$ cat config.mk
export PLATFORM = sky130hd
export DESIGN_NAME = irq_hotplug_agg
export DESIGN_NICKNAME = d
export VERILOG_FILES = /design/src/rtl/irq_agg_pkg.sv /design/src/rtl/irq_status_bank.sv /design/src/rtl/irq_ctrl_regs.sv /design/src/rtl/irq_route_fsm.sv /design/src/rtl/irq_hotplug_agg.sv
export SDC_FILE = /design/constraint.sdc
export NUM_CORES = 1
export LEC_CHECK = 0
export BUFFER_PORTS_ARGS = -buffer_cell sky130_fd_sc_hd__clkbuf_2
export CAP_MARGIN = 20
export CORE_UTILIZATION = 45
export CTS_CLUSTER_DIAMETER = 40
export DETAILED_ROUTE_END_ITERATION = 8
export HOLD_SLACK_MARGIN = 0.08
export PLACE_DENSITY = 0.74
export SLEW_MARGIN = 20
export SYNTH_ARGS = -nofsm -noshare
export SYNTH_HDL_FRONTEND = slang
export SYNTH_SLANG_ARGS = --single-unit
$ cat constraint.sdc
create_clock -name clk -period 2.65 [get_ports clk]
set_clock_uncertainty 0.1 [all_clocks]
set_input_delay 0.53 -clock clk [delete_from_list [all_inputs] [get_ports clk]]
set_output_delay 0.53 -clock clk [all_outputs]
set_load 0.1 [all_outputs]
$ cat src/rtl/irq_agg_pkg.sv
package irq_agg_pkg;

    // Cause positions inside one port group
    localparam int CAUSE_DEV  = 0;
    localparam int CAUSE_PM   = 1;
    localparam int CAUSE_ADD  = 2;
    localparam int CAUSE_REM  = 3;
    localparam int GRP_W      = 4;

    typedef enum logic [1:0] {
        DLV_QUIET  = 2'd0,
        DLV_NORMAL = 2'd1,
        DLV_SMI    = 2'd2
    } dlv_state_e;

endpackage

$ cat src/rtl/irq_status_bank.sv
module irq_status_bank
    import irq_agg_pkg::*;
#(
    parameter int NUM_PORTS = 2,
    localparam int VEC_W = NUM_PORTS * GRP_W
) (
    input  logic             clk,
    input  logic             rst_n,
    input  logic [VEC_W-1:0] set_vec_i,
    input  logic [VEC_W-1:0] clr_vec_i,
    output logic [VEC_W-1:0] stat_o
);

    for (genvar p = 0; p < NUM_PORTS; p++) begin : g_port
        for (genvar c = 0; c < GRP_W; c++) begin : g_cause
            localparam int B = p * GRP_W + c;
            logic bit_q;
            always_ff @(posedge clk or negedge rst_n) begin
                if (!rst_n) begin
                    bit_q <= 1'b0;
                end else if (set_vec_i[B]) begin
                    bit_q <= 1'b1;          // set takes precedence
                end else if (clr_vec_i[B]) begin
                    bit_q <= 1'b0;
                end
            end
            assign stat_o[B] = bit_q;
        end
    end

endmodule

$ cat src/rtl/irq_ctrl_regs.sv
module irq_ctrl_regs
    import irq_agg_pkg::*;
#(
    parameter int              NUM_PORTS = 2,
    parameter int              ADDR_W    = 8,
    parameter logic [ADDR_W-1:0] STAT_OFS = 8'h10,
    parameter logic [ADDR_W-1:0] EN_OFS   = 8'h11,
    parameter logic [ADDR_W-1:0] CFG_OFS  = 8'h12,
    localparam int VEC_W = NUM_PORTS * GRP_W
) (
    input  logic              clk,
    input  logic              rst_n,
    input  logic              wr_en_i,
    input  logic              rd_en_i,
    input  logic [ADDR_W-1:0] addr_i,
    input  logic [VEC_W-1:0]  wr_data_i,
    input  logic [VEC_W-1:0]  stat_i,
    output logic [VEC_W-1:0]  clr_vec_o,
    output logic [VEC_W-1:0]  en_o,
    output logic              smi_sel_o,
    output logic [VEC_W-1:0]  rd_data_o
);

    logic             hit_stat, hit_en, hit_cfg;
    logic [VEC_W-1:0] en_q;
    logic             smi_sel_q;
    logic [VEC_W-1:0] rd_q;
    logic [VEC_W-1:0] rd_mux;

    always_comb begin
        hit_stat = (addr_i == STAT_OFS);
        hit_en   = (addr_i == EN_OFS);
        hit_cfg  = (addr_i == CFG_OFS);
    end

    // write-one-to-clear request toward the status bank
    assign clr_vec_o = (wr_en_i && hit_stat) ? wr_data_i : '0;

    always_ff @(posedge clk or negedge rst_n) begin
        if (!rst_n) begin
            en_q      <= '0;
            smi_sel_q <= 1'b0;
        end else if (wr_en_i) begin
            if (hit_en)  en_q      <= wr_data_i;
            if (hit_cfg) smi_sel_q <= wr_data_i[0];
        end
    end

    always_comb begin
        rd_mux = '0;
        if (hit_stat)     rd_mux = stat_i;
        else if (hit_en)  rd_mux = en_q;
        else if (hit_cfg) rd_mux = {{(VEC_W-1){1'b0}}, smi_sel_q};
    end

    always_ff @(posedge clk or negedge rst_n) begin
        if (!rst_n)       rd_q <= '0;
        else if (rd_en_i) rd_q <= rd_mux;
    end

    assign en_o      = en_q;
    assign smi_sel_o = smi_sel_q;
    assign rd_data_o = rd_q;

endmodule

$ cat src/rtl/irq_route_fsm.sv
module irq_route_fsm
    import irq_agg_pkg::*;
(
    input  logic clk,
    input  logic rst_n,
    input  logic pending_i,
    input  logic smi_sel_i,
    output logic irq_o,
    output logic smi_o
);

    dlv_state_e state_q, state_d;

    always_ff @(posedge clk or negedge rst_n) begin
        if (!rst_n) state_q <= DLV_QUIET;
        else        state_q <= state_d;
    end

    always_comb begin
        state_d = state_q;
        unique case (state_q)
            DLV_QUIET: begin
                if (pending_i) state_d = smi_sel_i ? DLV_SMI : DLV_NORMAL;
            end
            DLV_NORMAL: begin
                if (!pending_i)     state_d = DLV_QUIET;
                else if (smi_sel_i) state_d = DLV_SMI;
            end
            DLV_SMI: begin
                if (!pending_i)      state_d = DLV_QUIET;
                else if (!smi_sel_i) state_d = DLV_NORMAL;
            end
            default: state_d = DLV_QUIET;
        endcase
    end

    always_comb begin
        irq_o = 1'b0;
        smi_o = 1'b0;
        unique case (state_q)
            DLV_QUIET:  ;
            DLV_NORMAL: irq_o = 1'b1;
            DLV_SMI:    smi_o = 1'b1;
            default:    ;
        endcase
    end

endmodule

$ cat src/rtl/irq_hotplug_agg.sv
module irq_hotplug_agg
    import irq_agg_pkg::*;
#(
    parameter int                NUM_PORTS = 2,
    parameter int                ADDR_W    = 8,
    parameter logic [ADDR_W-1:0] STAT_OFS  = 8'h10,
    parameter logic [ADDR_W-1:0] EN_OFS    = 8'h11,
    parameter logic [ADDR_W-1:0] CFG_OFS   = 8'h12,
    localparam int VEC_W = NUM_PORTS * GRP_W
) (
    input  logic                 clk,
    input  logic                 rst_n,
    input  logic [NUM_PORTS-1:0] evt_dev_i,
    input  logic [NUM_PORTS-1:0] evt_pm_i,
    input  logic [NUM_PORTS-1:0] evt_add_i,
    input  logic [NUM_PORTS-1:0] evt_rem_i,
    input  logic                 wr_en_i,
    input  logic                 rd_en_i,
    input  logic [ADDR_W-1:0]    addr_i,
    input  logic [VEC_W-1:0]     wr_data_i,
    output logic [VEC_W-1:0]     rd_data_o,
    output logic                 irq_o,
    output logic                 smi_o
);

    logic [VEC_W-1:0] evt_vec;
    logic [VEC_W-1:0] clr_vec;
    logic [VEC_W-1:0] stat_vec;
    logic [VEC_W-1:0] en_vec;
    logic             smi_sel;
    logic             pending;

    // pack per-port causes into their groups
    for (genvar p = 0; p < NUM_PORTS; p++) begin : g_pack
        assign evt_vec[p*GRP_W + CAUSE_DEV] = evt_dev_i[p];
        assign evt_vec[p*GRP_W + CAUSE_PM]  = evt_pm_i[p];
        assign evt_vec[p*GRP_W + CAUSE_ADD] = evt_add_i[p];
        assign evt_vec[p*GRP_W + CAUSE_REM] = evt_rem_i[p];
    end

    irq_status_bank #(.NUM_PORTS(NUM_PORTS)) u_stat (
        .clk       (clk),
        .rst_n     (rst_n),
        .set_vec_i (evt_vec),
        .clr_vec_i (clr_vec),
        .stat_o    (stat_vec)
    );

    irq_ctrl_regs #(
        .NUM_PORTS (NUM_PORTS),
        .ADDR_W    (ADDR_W),
        .STAT_OFS  (STAT_OFS),
        .EN_OFS    (EN_OFS),
        .CFG_OFS   (CFG_OFS)
    ) u_regs (
        .clk       (clk),
        .rst_n     (rst_n),
        .wr_en_i   (wr_en_i),
        .rd_en_i   (rd_en_i),
        .addr_i    (addr_i),
        .wr_data_i (wr_data_i),
        .stat_i    (stat_vec),
        .clr_vec_o (clr_vec),
        .en_o      (en_vec),
        .smi_sel_o (smi_sel),
        .rd_data_o (rd_data_o)
    );

    assign pending = |(stat_vec & en_vec);

    irq_route_fsm u_route (
        .clk       (clk),
        .rst_n     (rst_n),
        .pending_i (pending),
        .smi_sel_i (smi_sel),
        .irq_o     (irq_o),
        .smi_o     (smi_o)
    );

endmodule

==> impl_metrics.yaml, run 1 <==
status:
  status: "finished, final reports clean"
clocking:
  cts_tree: "built"
  postCtsHoldBufs: 0
  post_cts_buffers: 0
  cts.htree.levels: 1
  clk_pin_slew_ns: 0.14
  cts_num_sinks: 27
  cts_root_buffer: "clkbuf_4"
  cts-resized-gates: 0
  insertion_delay_ns: 0.32
  numCtsBuffers: 3
  cts_buffer_depth: 2
synth:
  synth_area_leaders: "dfrtp_1 (54%), mux2_2 (7.2%), a221o_1 (5.6%)"
  synth.top_cell.area_share: 0.538
  synthesis.nets: 126
  ys_types: 27
  synth_area_per_cell_um2: 12.8
  yosys.area.top_type: "dfrtp_1"
  synth_seq_cells: 27
  synth_warnings: 0
  syn_inst: 98
  netlist_area_um2: 1260
  synth_seq_area_share: 0.538
layout:
  final_nets: 166
  areaGrowthSynthToFinish_pct: 19.5
  multi_input_area_um2: 551
  nFillCells: 231
  regArea_um2: 676
  insertedDiodeCount: 0
  drive_gt1_frac: 0.409
timing:
  tightestPinTransition_ns: 0.654
  period_minus_slack_ns: 1.95
  drv_slew: 0
  setup_viol: 0
  finalSetupTns_ns: 0
  slew-limit-headroom: 0.564
  hold_viol: 0
  max_freq_mhz: 512
  setup_slack_ns: 0.697
  rsz0062_at_grt: "false"
  fin_crit_sh: 0.737
floorplanning:
  rows: 18
  die_area_um2: 3010
  die_w_um: 54.8
  ios: 38
  fp.dieH_um: 54.8
  core_area_um2: 2570
  initial_utilization: 0.489
setup_path:
  critPathKind: "reg -> out"
  reg2regPathDepth: 3
  crit_required_ns: 2.02
  crit_path_top_delay_cell: "clkbuf_2"
  worstReg2RegEnd: "u_route.state_q[0]$_DFFE_PN0P_"
  arrival_ns: 1.32
  reg2reg_from: "u_regs.en_o[6]$_DFFE_PN0P_"
  ff2ff_setup_slack_ns: 1.46
  max_stage_delay_ns: 0.46
  crit_path_start_kind: "flip-flop"
  path_max_fanout: 3
  endpoint_kind: "output port"
  path_cells: "nor2b_1 > clkbuf_2"
routing:
  drtAntennaViolNets: 0
  wl_per_cell_um: 16.0
  drtPass1Iterations: 4
  drc: 0
  maxUsedRoutingLayer: "met4"
  avgViaCountPerCell: 5.84
  dr_wl_met2_um: 1370
  dr.first_iter.drc_count: 23
  num_vias: 976
  dr_wl_met3_um: 100
  wirelength_um: 2670
  wl_met1_um: 1190
grt:
  track_usage: 0.204
  antenna_found_initial: 0
  grt_pass1_wl_um: 4270
  grt_overflow: 0
  first_global_vias: 963
  grt_max_degree: 28
hold_path:
  min_path_type: "in -> async"
placed_design:
  gp_congestion: 0.777
  io_buffers: 37
  dp_slack_ns: 0.691
  hpwl_um: 1980
power_and_ir_drop:
  vdd.ir_drop.worst_mv: 0.479
  sw_frac_of_total: 0.281
  power.switching_mw: 0.204
  p_int_mw: 0.520
  p_leak_nw: 0.716
  pwr_density_cell_nw_per_um2: 482
  seq_power_share: 0.597
  combPwrFrac: 0.164
  clkPwrFrac: 0.239
flow_run:
  drv_cap: 0
==> metal layers <==
| metal | track usage | vias up |
|---|---|---|
| li1 | - | 463 |
| met3 | 0.0583 | 2 |
| met2 | 0.341 | 26 |
| met5 | 0 | - |
| met1 | 0.265 | 485 |
| met4 | 0.0299 | 0 |
==> sequential cells by signal, indices dropped and copies added, names as in the netlist <==
signal and count:
u_regs.rd_data_o 8, u_stat.g_port.g_cause.bit_q 8, u_route.state_q 2, u_regs.en_o 8, u_regs.smi_sel_o 1
==> logic make-up after synthesis <==
group	after synthesis	synth area share
AND/OR/NAND/NOR	34	0.215
multiplexers	9	0.0807
flip-flops	27	0.538
buffers and inverters	7	0.0239
AO/OA/AOI/OAI	21	0.142
==> Yosys cell counts, drive strengths merged <==
cell	n
or4b	1
a21o	8
nor2	1
a22oi	4
a222oi	1
inv	3
nand4	10
nor4b	1
and4	4
a221o	7
nor4	1
dfrtp	27
and3	2
or2	1
nand2	1
nor2b	7
nand3b	1
mux2	9
nand2b	1
a22o	1
nor3	2
clkbuf	1
buf	3
and3b	1
==> through the flow <==
| stage | instance area [um^2] | instances | util | power (mW) | hold WS, ns |
|---|---|---|---|---|---|
| finish | 1500 | 167 | 0.585 | 0.724 | 0.106 |
| global route | 1500 | 167 | 0.585 | 0.764 | 0.155 |
| CTS | 1500 | 167 | 0.585 | 0.738 | 0.129 |
| global placement | 1480 | 163 | 0.575 | 0.557 | 0.395 |
| floorplan | 1260 | 98 | - | 0.510 | 0.134 |
| detailed placement | 1480 | 163 | 0.575 | 0.560 | 0.401 |
==> worst max-delay path: cells and delay by family (launching register included) <==
kind	cells	cell delay, ns
buffers and inverters	1	0.46
flip-flops	1	0.42
AND/OR/NAND/NOR	1	0.12
==> power by group through the flow <==
stage / clock network (mW) / registers (mW) / logic (mW)
final: 0.173 / 0.433 / 0.118
after global routing: 0.200 / 0.435 / 0.129
after CTS: 0.185 / 0.433 / 0.120
after detailed placement: 0 / 0.441 / 0.119
after global placement: 0 / 0.440 / 0.117
after floorplan: 0 / 0.441 / 0.0682
==> layout make-up <==
type / count / share of cell area
sequential: 27 / 0.450
multi-input combinational: 64 / 0.367
timing repair buffer: 39 / 0.133
tap: 30 / 0.0250
clock buffer: 4 / 0.0175
inverter: 3 / 0.00750
==> how the worst max path moves through the flow <==
| stage | to | slack (ns) | start | cells after the start |
|---|---|---|---|---|
| floorplan | smi_o | 0.31 | u_route.state_q[0]$_DFFE_PN0P_ | 1 |
| global placement | u_regs.rd_data_o[1]$_DFFE_PN0P_ | 0.75 | addr_i[5] | 4 |
| detailed placement | u_regs.rd_data_o[7]$_DFFE_PN0P_ | 0.69 | addr_i[5] | 4 |
| CTS | smi_o | 0.67 | u_route.state_q[0]$_DFFE_PN0P_ | 2 |
| global route | smi_o | 0.58 | u_route.state_q[1]$_DFFE_PN0P_ | 2 |
| finish | smi_o | 0.70 | u_route.state_q[0]$_DFFE_PN0P_ | 2 |
==> cell usage in the layout (no fill, tap or decap), types with 2 or more instances in the layout <==
master    instances
clkbuf_2         37
dfrtp_1          27
nand4_1           9
a21o_1            8
mux2_2            8
nor2b_1           7
a221o_1           7
a22oi_1           4
and4_1            4
inv_1             3
clkbuf_4          3
and3_1            2
buf_4             2
Power figures use the tool's default switching activity.
==> inputs of run 2 (changes only) <==
--- a/config.mk
+++ b/config.mk
@@ -11,7 +11,7 @@
 export CTS_CLUSTER_DIAMETER = 40
 export DETAILED_ROUTE_END_ITERATION = 8
 export HOLD_SLACK_MARGIN = 0.08
-export PLACE_DENSITY = 0.74
+export PLACE_DENSITY = 0.77
 export SLEW_MARGIN = 20
 export SYNTH_ARGS = -nofsm -noshare
 export SYNTH_HDL_FRONTEND = slang
==> constraint.sdc (replaced) <==
create_clock -name clk -period 1.7 [get_ports clk]
set_clock_uncertainty 0.1 [all_clocks]
set_input_delay 0.34 -clock clk [delete_from_list [all_inputs] [get_ports clk]]
set_output_delay 0.34 -clock clk [all_outputs]
set_load 0.1 [all_outputs]
==> impl_metrics.yaml, run 2 (synthesized netlist as in run 1, its figures left out) <==
status:
  status: "finished, final reports clean"
layout:
  final_nets: 174
  drive_gt1_frac: 0.400
  final_cell_mix: "clkbuf_2 (35), dfrtp_1 (27), nand4_1 (9)"
  regArea_um2: 676
  multi_input_area_um2: 551
  nFillCells: 214
  insertedDiodeCount: 0
  layout_commonest_cell: "clkbuf_2"
  areaGrowthSynthToFinish_pct: 28.2
  final_util: 0.627
grt:
  grt_max_degree: 28
  first_global_vias: 965
  grt_pass1_wl_um: 4390
  track_usage: 0.216
  antenna_found_initial: 0
  grt_overflow: 0
clocking:
  cts-resized-gates: 0
  cts_tree: "built"
  cts_num_sinks: 27
  cts.htree.levels: 1
  postCtsHoldBufs: 5
  cts_buffer_depth: 2
  cts_root_buffer: "clkbuf_4"
  numCtsBuffers: 3
  post_cts_buffers: 0
  clk_pin_slew_ns: 0.15
  insertion_delay_ns: 0.32
setup_path:
  critPathKind: "reg -> out"
  crit_buf_inv: 1
  path_max_fanout: 2
  path_cells: "clkbuf_2"
  crit_family: "buffers and inverters"
  crit_path_start_kind: "flip-flop"
  endpoint_kind: "output port"
  arrival_ns: 1.18
  crit_path_top_delay_cell: "clkbuf_2"
  max_stage_delay_ns: 0.46
  crit_required_ns: 1.26
routing:
  wirelength_um: 2960
  drc: 0
  drtPass1Iterations: 4
  drtAntennaViolNets: 0
  avgViaCountPerCell: 5.97
  num_vias: 1044
  dr.first_iter.drc_count: 30
  wl_per_cell_um: 16.9
power_and_ir_drop:
  clkPwrFrac: 0.238
  pwr_density_cell_nw_per_um2: 735
  power.switching_mw: 0.342
  p_leak_nw: 0.762
  p_int_mw: 0.842
  combPwrFrac: 0.192
  sw_frac_of_total: 0.289
  vdd.ir_drop.worst_mv: 0.453
  seq_power_share: 0.570
timing:
  setup_viol: 0
  hold_viol: 0
  drv_slew: 0
  max_freq_mhz: 616
  tightestPinTransition_ns: 0.645
  slew-limit-headroom: 0.570
  rsz0062_at_grt: "false"
  worst_hold_slack_ns: 0.0810
  fin_crit_sh: 0.955
  period_minus_slack_ns: 1.62
floorplanning:
  core_area_um2: 2570
  initial_utilization: 0.489
  die_w_um: 54.8
  fp.dieH_um: 54.8
  die_area_um2: 3010
  rows: 18
  ios: 38
placed_design:
  hpwl_um: 2140
  io_buffers: 37
  gp_congestion: 0.839
flow_run:
  drv_cap: 0
hold_path:
  min_path_type: "in -> reg"
[run 2: cell count changes in the layout (fill, tap and decap cells not counted), sizes merged]
cell / change
buf: +3
clkinv: +1
dlygate4sd3: +7
clkbuf: -3
[run 2: routing by layer]
| layer | global-route usage | up-vias | part of all wire |
|---|---|---|---|
| li1 | - | 480 | - |
| met3 | 0.0250 | 6 | 0.056 |
| met1 | 0.271 | 514 | 0.41 |
| met4 | 0.115 | 0 | 0.016 |
| met2 | 0.357 | 44 | 0.51 |
| met5 | 0 | - | 0 |
[run 2: through the flow]
step / std cells / cell area, um^2 / total power, mW / setup WS (ns) / setup TNS (ns)
floorplan: 98 / 1260 / 0.794 / -0.452 / -0.905
global placement: 164 / 1510 / 0.894 / -0.00133 / -0.00133
detailed placement: 164 / 1510 / 0.902 / -0.0440 / -0.0706
CTS: 173 / 1590 / 1.18 / 0.0745 / 0
global route: 175 / 1610 / 1.23 / 0.0283 / 0
finish: 175 / 1610 / 1.18 / 0.0757 / 0
[run 2: path summary, 6_finish.rpt]
kind | endpoint | depth (start not counted) | from | slack [ns]
min in group asynchronous | u_regs.rd_data_o[0]$_DFFE_PN0P_ | 2 | rst_n | 0.45
setup / recovery | rd_data_o[1] | 1 | u_regs.rd_data_o[1]$_DFFE_PN0P_ | 0.08
hold reg to reg | u_stat.g_port[1].g_cause[3].bit_q$_DFFE_PN0P_ | 1 | u_stat.g_port[1].g_cause[3].bit_q$_DFFE_PN0P_ | 0.43
setup reg to reg | u_route.state_q[0]$_DFFE_PN0P_ | 3 | u_regs.en_o[3]$_DFFE_PN0P_ | 0.48
max in group asynchronous | u_stat.g_port[0].g_cause[2].bit_q$_DFFE_PN0P_ | 2 | rst_n | 0.64
hold / removal | u_stat.g_port[1].g_cause[1].bit_q$_DFFE_PN0P_ | 2 | evt_pm_i[1] | 0.08
[run 2: power by group through the flow]
stage                     sequential, mW  combinational [mW]  clock [mW]
after global routing               0.677               0.240       0.310
after global placement             0.685               0.209           0
after CTS                          0.675               0.225       0.285
final                              0.675               0.227       0.282
after floorplan                    0.688               0.106           0
after detailed placement           0.687               0.215           0
[run 2: final cells by class]
class / count / area share
sequential: 27 / 0.420
inverter: 3 / 0.00699
clock inverter: 1 / 0.00311
timing repair buffer: 47 / 0.191
multi-input combinational: 64 / 0.342
tap: 30 / 0.0233
clock buffer: 3 / 0.0140
[run 2: worst reg2reg max path: stages (launching register included)]
cell and delay, ns:
dfrtp_1 0.42, a22oi_1 0.24, nand4_1 0.17, and3b_1 0.20
==> inputs of run 3 (changes only) <==
--- a/config.mk
+++ b/config.mk
@@ -11,7 +11,7 @@
 export CTS_CLUSTER_DIAMETER = 40
 export DETAILED_ROUTE_END_ITERATION = 8
 export HOLD_SLACK_MARGIN = 0.08
-export PLACE_DENSITY = 0.77
+export PLACE_DENSITY = 0.74
 export SLEW_MARGIN = 20
 export SYNTH_ARGS = -nofsm -noshare
 export SYNTH_HDL_FRONTEND = slang
==> constraint.sdc (replaced) <==
create_clock -name clk -period 1.6 [get_ports clk]
set_clock_uncertainty 0.1 [all_clocks]
set_input_delay 0.32 -clock clk [delete_from_list [all_inputs] [get_ports clk]]
set_output_delay 0.32 -clock clk [all_outputs]
set_load 0.1 [all_outputs]
==> impl_metrics.yaml, run 3 (synthesized netlist as in run 1, its figures left out) <==
placed_design:
  hpwl_um: 2170
  dp_slack_ns: -0.113
  placed_area_um2: 1550
  gp_congestion: 0.785
  io_buffers: 37
  place_inst: 165
layout:
  final_cell_mix: "clkbuf_2 (27), dfrtp_1 (27), buf_4 (12)"
  insertedDiodeCount: 0
  post-route-cell-area_um2: 1670
  drive_gt1_frac: 0.412
  final_util: 0.649
  final_nets: 177
  finalNonFillerCells: 178
  areaGrowthSynthToFinish_pct: 32.7
timing:
  max_freq_mhz: 649
  setup_viol: 0
  slew-limit-headroom: 0.555
  tightestPinTransition_ns: 0.668
  finalSetupTns_ns: 0
  setup_slack_ns: 0.0590
  rsz0062_at_grt: "true"
  worst_hold_slack_ns: 0.124
  period_minus_slack_ns: 1.54
  drv_slew: 0
  hold_viol: 0
  fin_crit_sh: 0.963
setup_path:
  path_max_fanout: 3
  cp-startpoint: "u_route.state_q[0]$_DFFE_PN0P_"
  crit_path_start_kind: "flip-flop"
  arrival_ns: 1.12
  crit_required_ns: 1.18
  critPathKind: "reg -> out"
  reg2reg_from: "u_regs.en_o[6]$_DFFE_PN0P_"
  endpoint_kind: "output port"
clocking:
  insertion_delay_ns: 0.33
  cts_root_buffer: "clkbuf_4"
  cts_tree: "built"
  cts_num_sinks: 27
  cts.htree.levels: 1
  post_cts_buffers: 0
  numCtsBuffers: 3
  clk_pin_slew_ns: 0.16
  cts_buffer_depth: 2
power_and_ir_drop:
  pwr_density_cell_nw_per_um2: 769
  p_leak_nw: 0.783
  vdd.ir_drop.worst_mv: 0.869
  total_power_mw: 1.28
grt:
  first_global_vias: 1091
  track_usage: 0.224
  grt_overflow: 0
  antenna_found_initial: 0
  grt_pass1_wl_um: 4690
  grt_max_degree: 28
routing:
  drtPass1Iterations: 4
  wirelength_um: 2980
  avgViaCountPerCell: 5.86
  dr.first_iter.drc_count: 25
  wl_per_cell_um: 16.7
  drc: 0
  num_vias: 1043
  drtAntennaViolNets: 0
floorplanning:
  core_area_um2: 2570
  die_w_um: 54.8
  initial_utilization: 0.489
  die_area_um2: 3010
  rows: 18
  ios: 38
  fp.dieH_um: 54.8
status:
  status: "finished, final reports clean"
hold_path:
  min_path_type: "in -> reg"
  worstHoldStart: "wr_data_i[3]"
flow_run:
  drv_cap: 0
==> run 3: changes by cell type in the layout (fill, tap and decap cells not counted) <==
cell           delta
dlygate4sd3_1     +2
nor2b_2           +2
clkbuf_2          -8
clkinv_2          -1
inv_6             +1
buf_4             +9
nor2b_1           -2
==> run 3: where the power goes <==
part | leakage [nW] | total (mW) | internal [mW] | switching, mW
combinational | 0.432 | 0.249 | 0.106 | 0.142
clock | 0.0183 | 0.314 | 0.102 | 0.212
sequential | 0.332 | 0.719 | 0.702 | 0.0165
==> run 3: cell type report <==
type | count | area, um^2
Fill cell | 225 | 901
Inverter | 3 | 11.3
Tap cell | 30 | 37.5
Clock buffer | 3 | 22.5
Clock inverter | 1 | 8.76
Sequential cell | 27 | 676
Multi-Input combinational cell | 64 | 556
Timing Repair Buffer | 50 | 355
==> run 3: routing by layer <==
metal / vias to the layer above / routed length, um / GRT usage
li1: 486 / - / -
met1: 516 / 1110 / 0.243
met2: 37 / 1700 / 0.436
met3: 4 / 142 / 0.0500
met4: 0 / 21 / 0.0385
met5: - / 0 / 0
==> run 3: final timing paths <==
| check | to | slack [ns] | cells after the start |
|---|---|---|---|
| worst max register to register | u_route.state_q[1]$_DFFE_PN0P_ | 0.38 | 3 |
| worst min register to register | u_stat.g_port[1].g_cause[0].bit_q$_DFFE_PN0P_ | 0.42 | 1 |
| max in group asynchronous | u_regs.en_o[4]$_DFFE_PN0P_ | 0.54 | 2 |
| min in group asynchronous | u_stat.g_port[0].g_cause[0].bit_q$_DFFE_PN0P_ | 0.43 | 2 |
| worst max-delay path | irq_o | 0.06 | 2 |
| worst min-delay path | u_regs.en_o[3]$_DFFE_PN0P_ | 0.12 | 2 |
==> run 3: what timing repair did <==
action	CTS	global route
resized for setup	0	0
endpoints found under the hold margin	35	0
setup endpoints to repair	0	1
hold buffers	9	0
==> run 3: worst max-delay path: stages (launching register included) <==
cell and delay (ns):
dfrtp_1 0.40, nor2b_2 0.20, buf_12 0.19
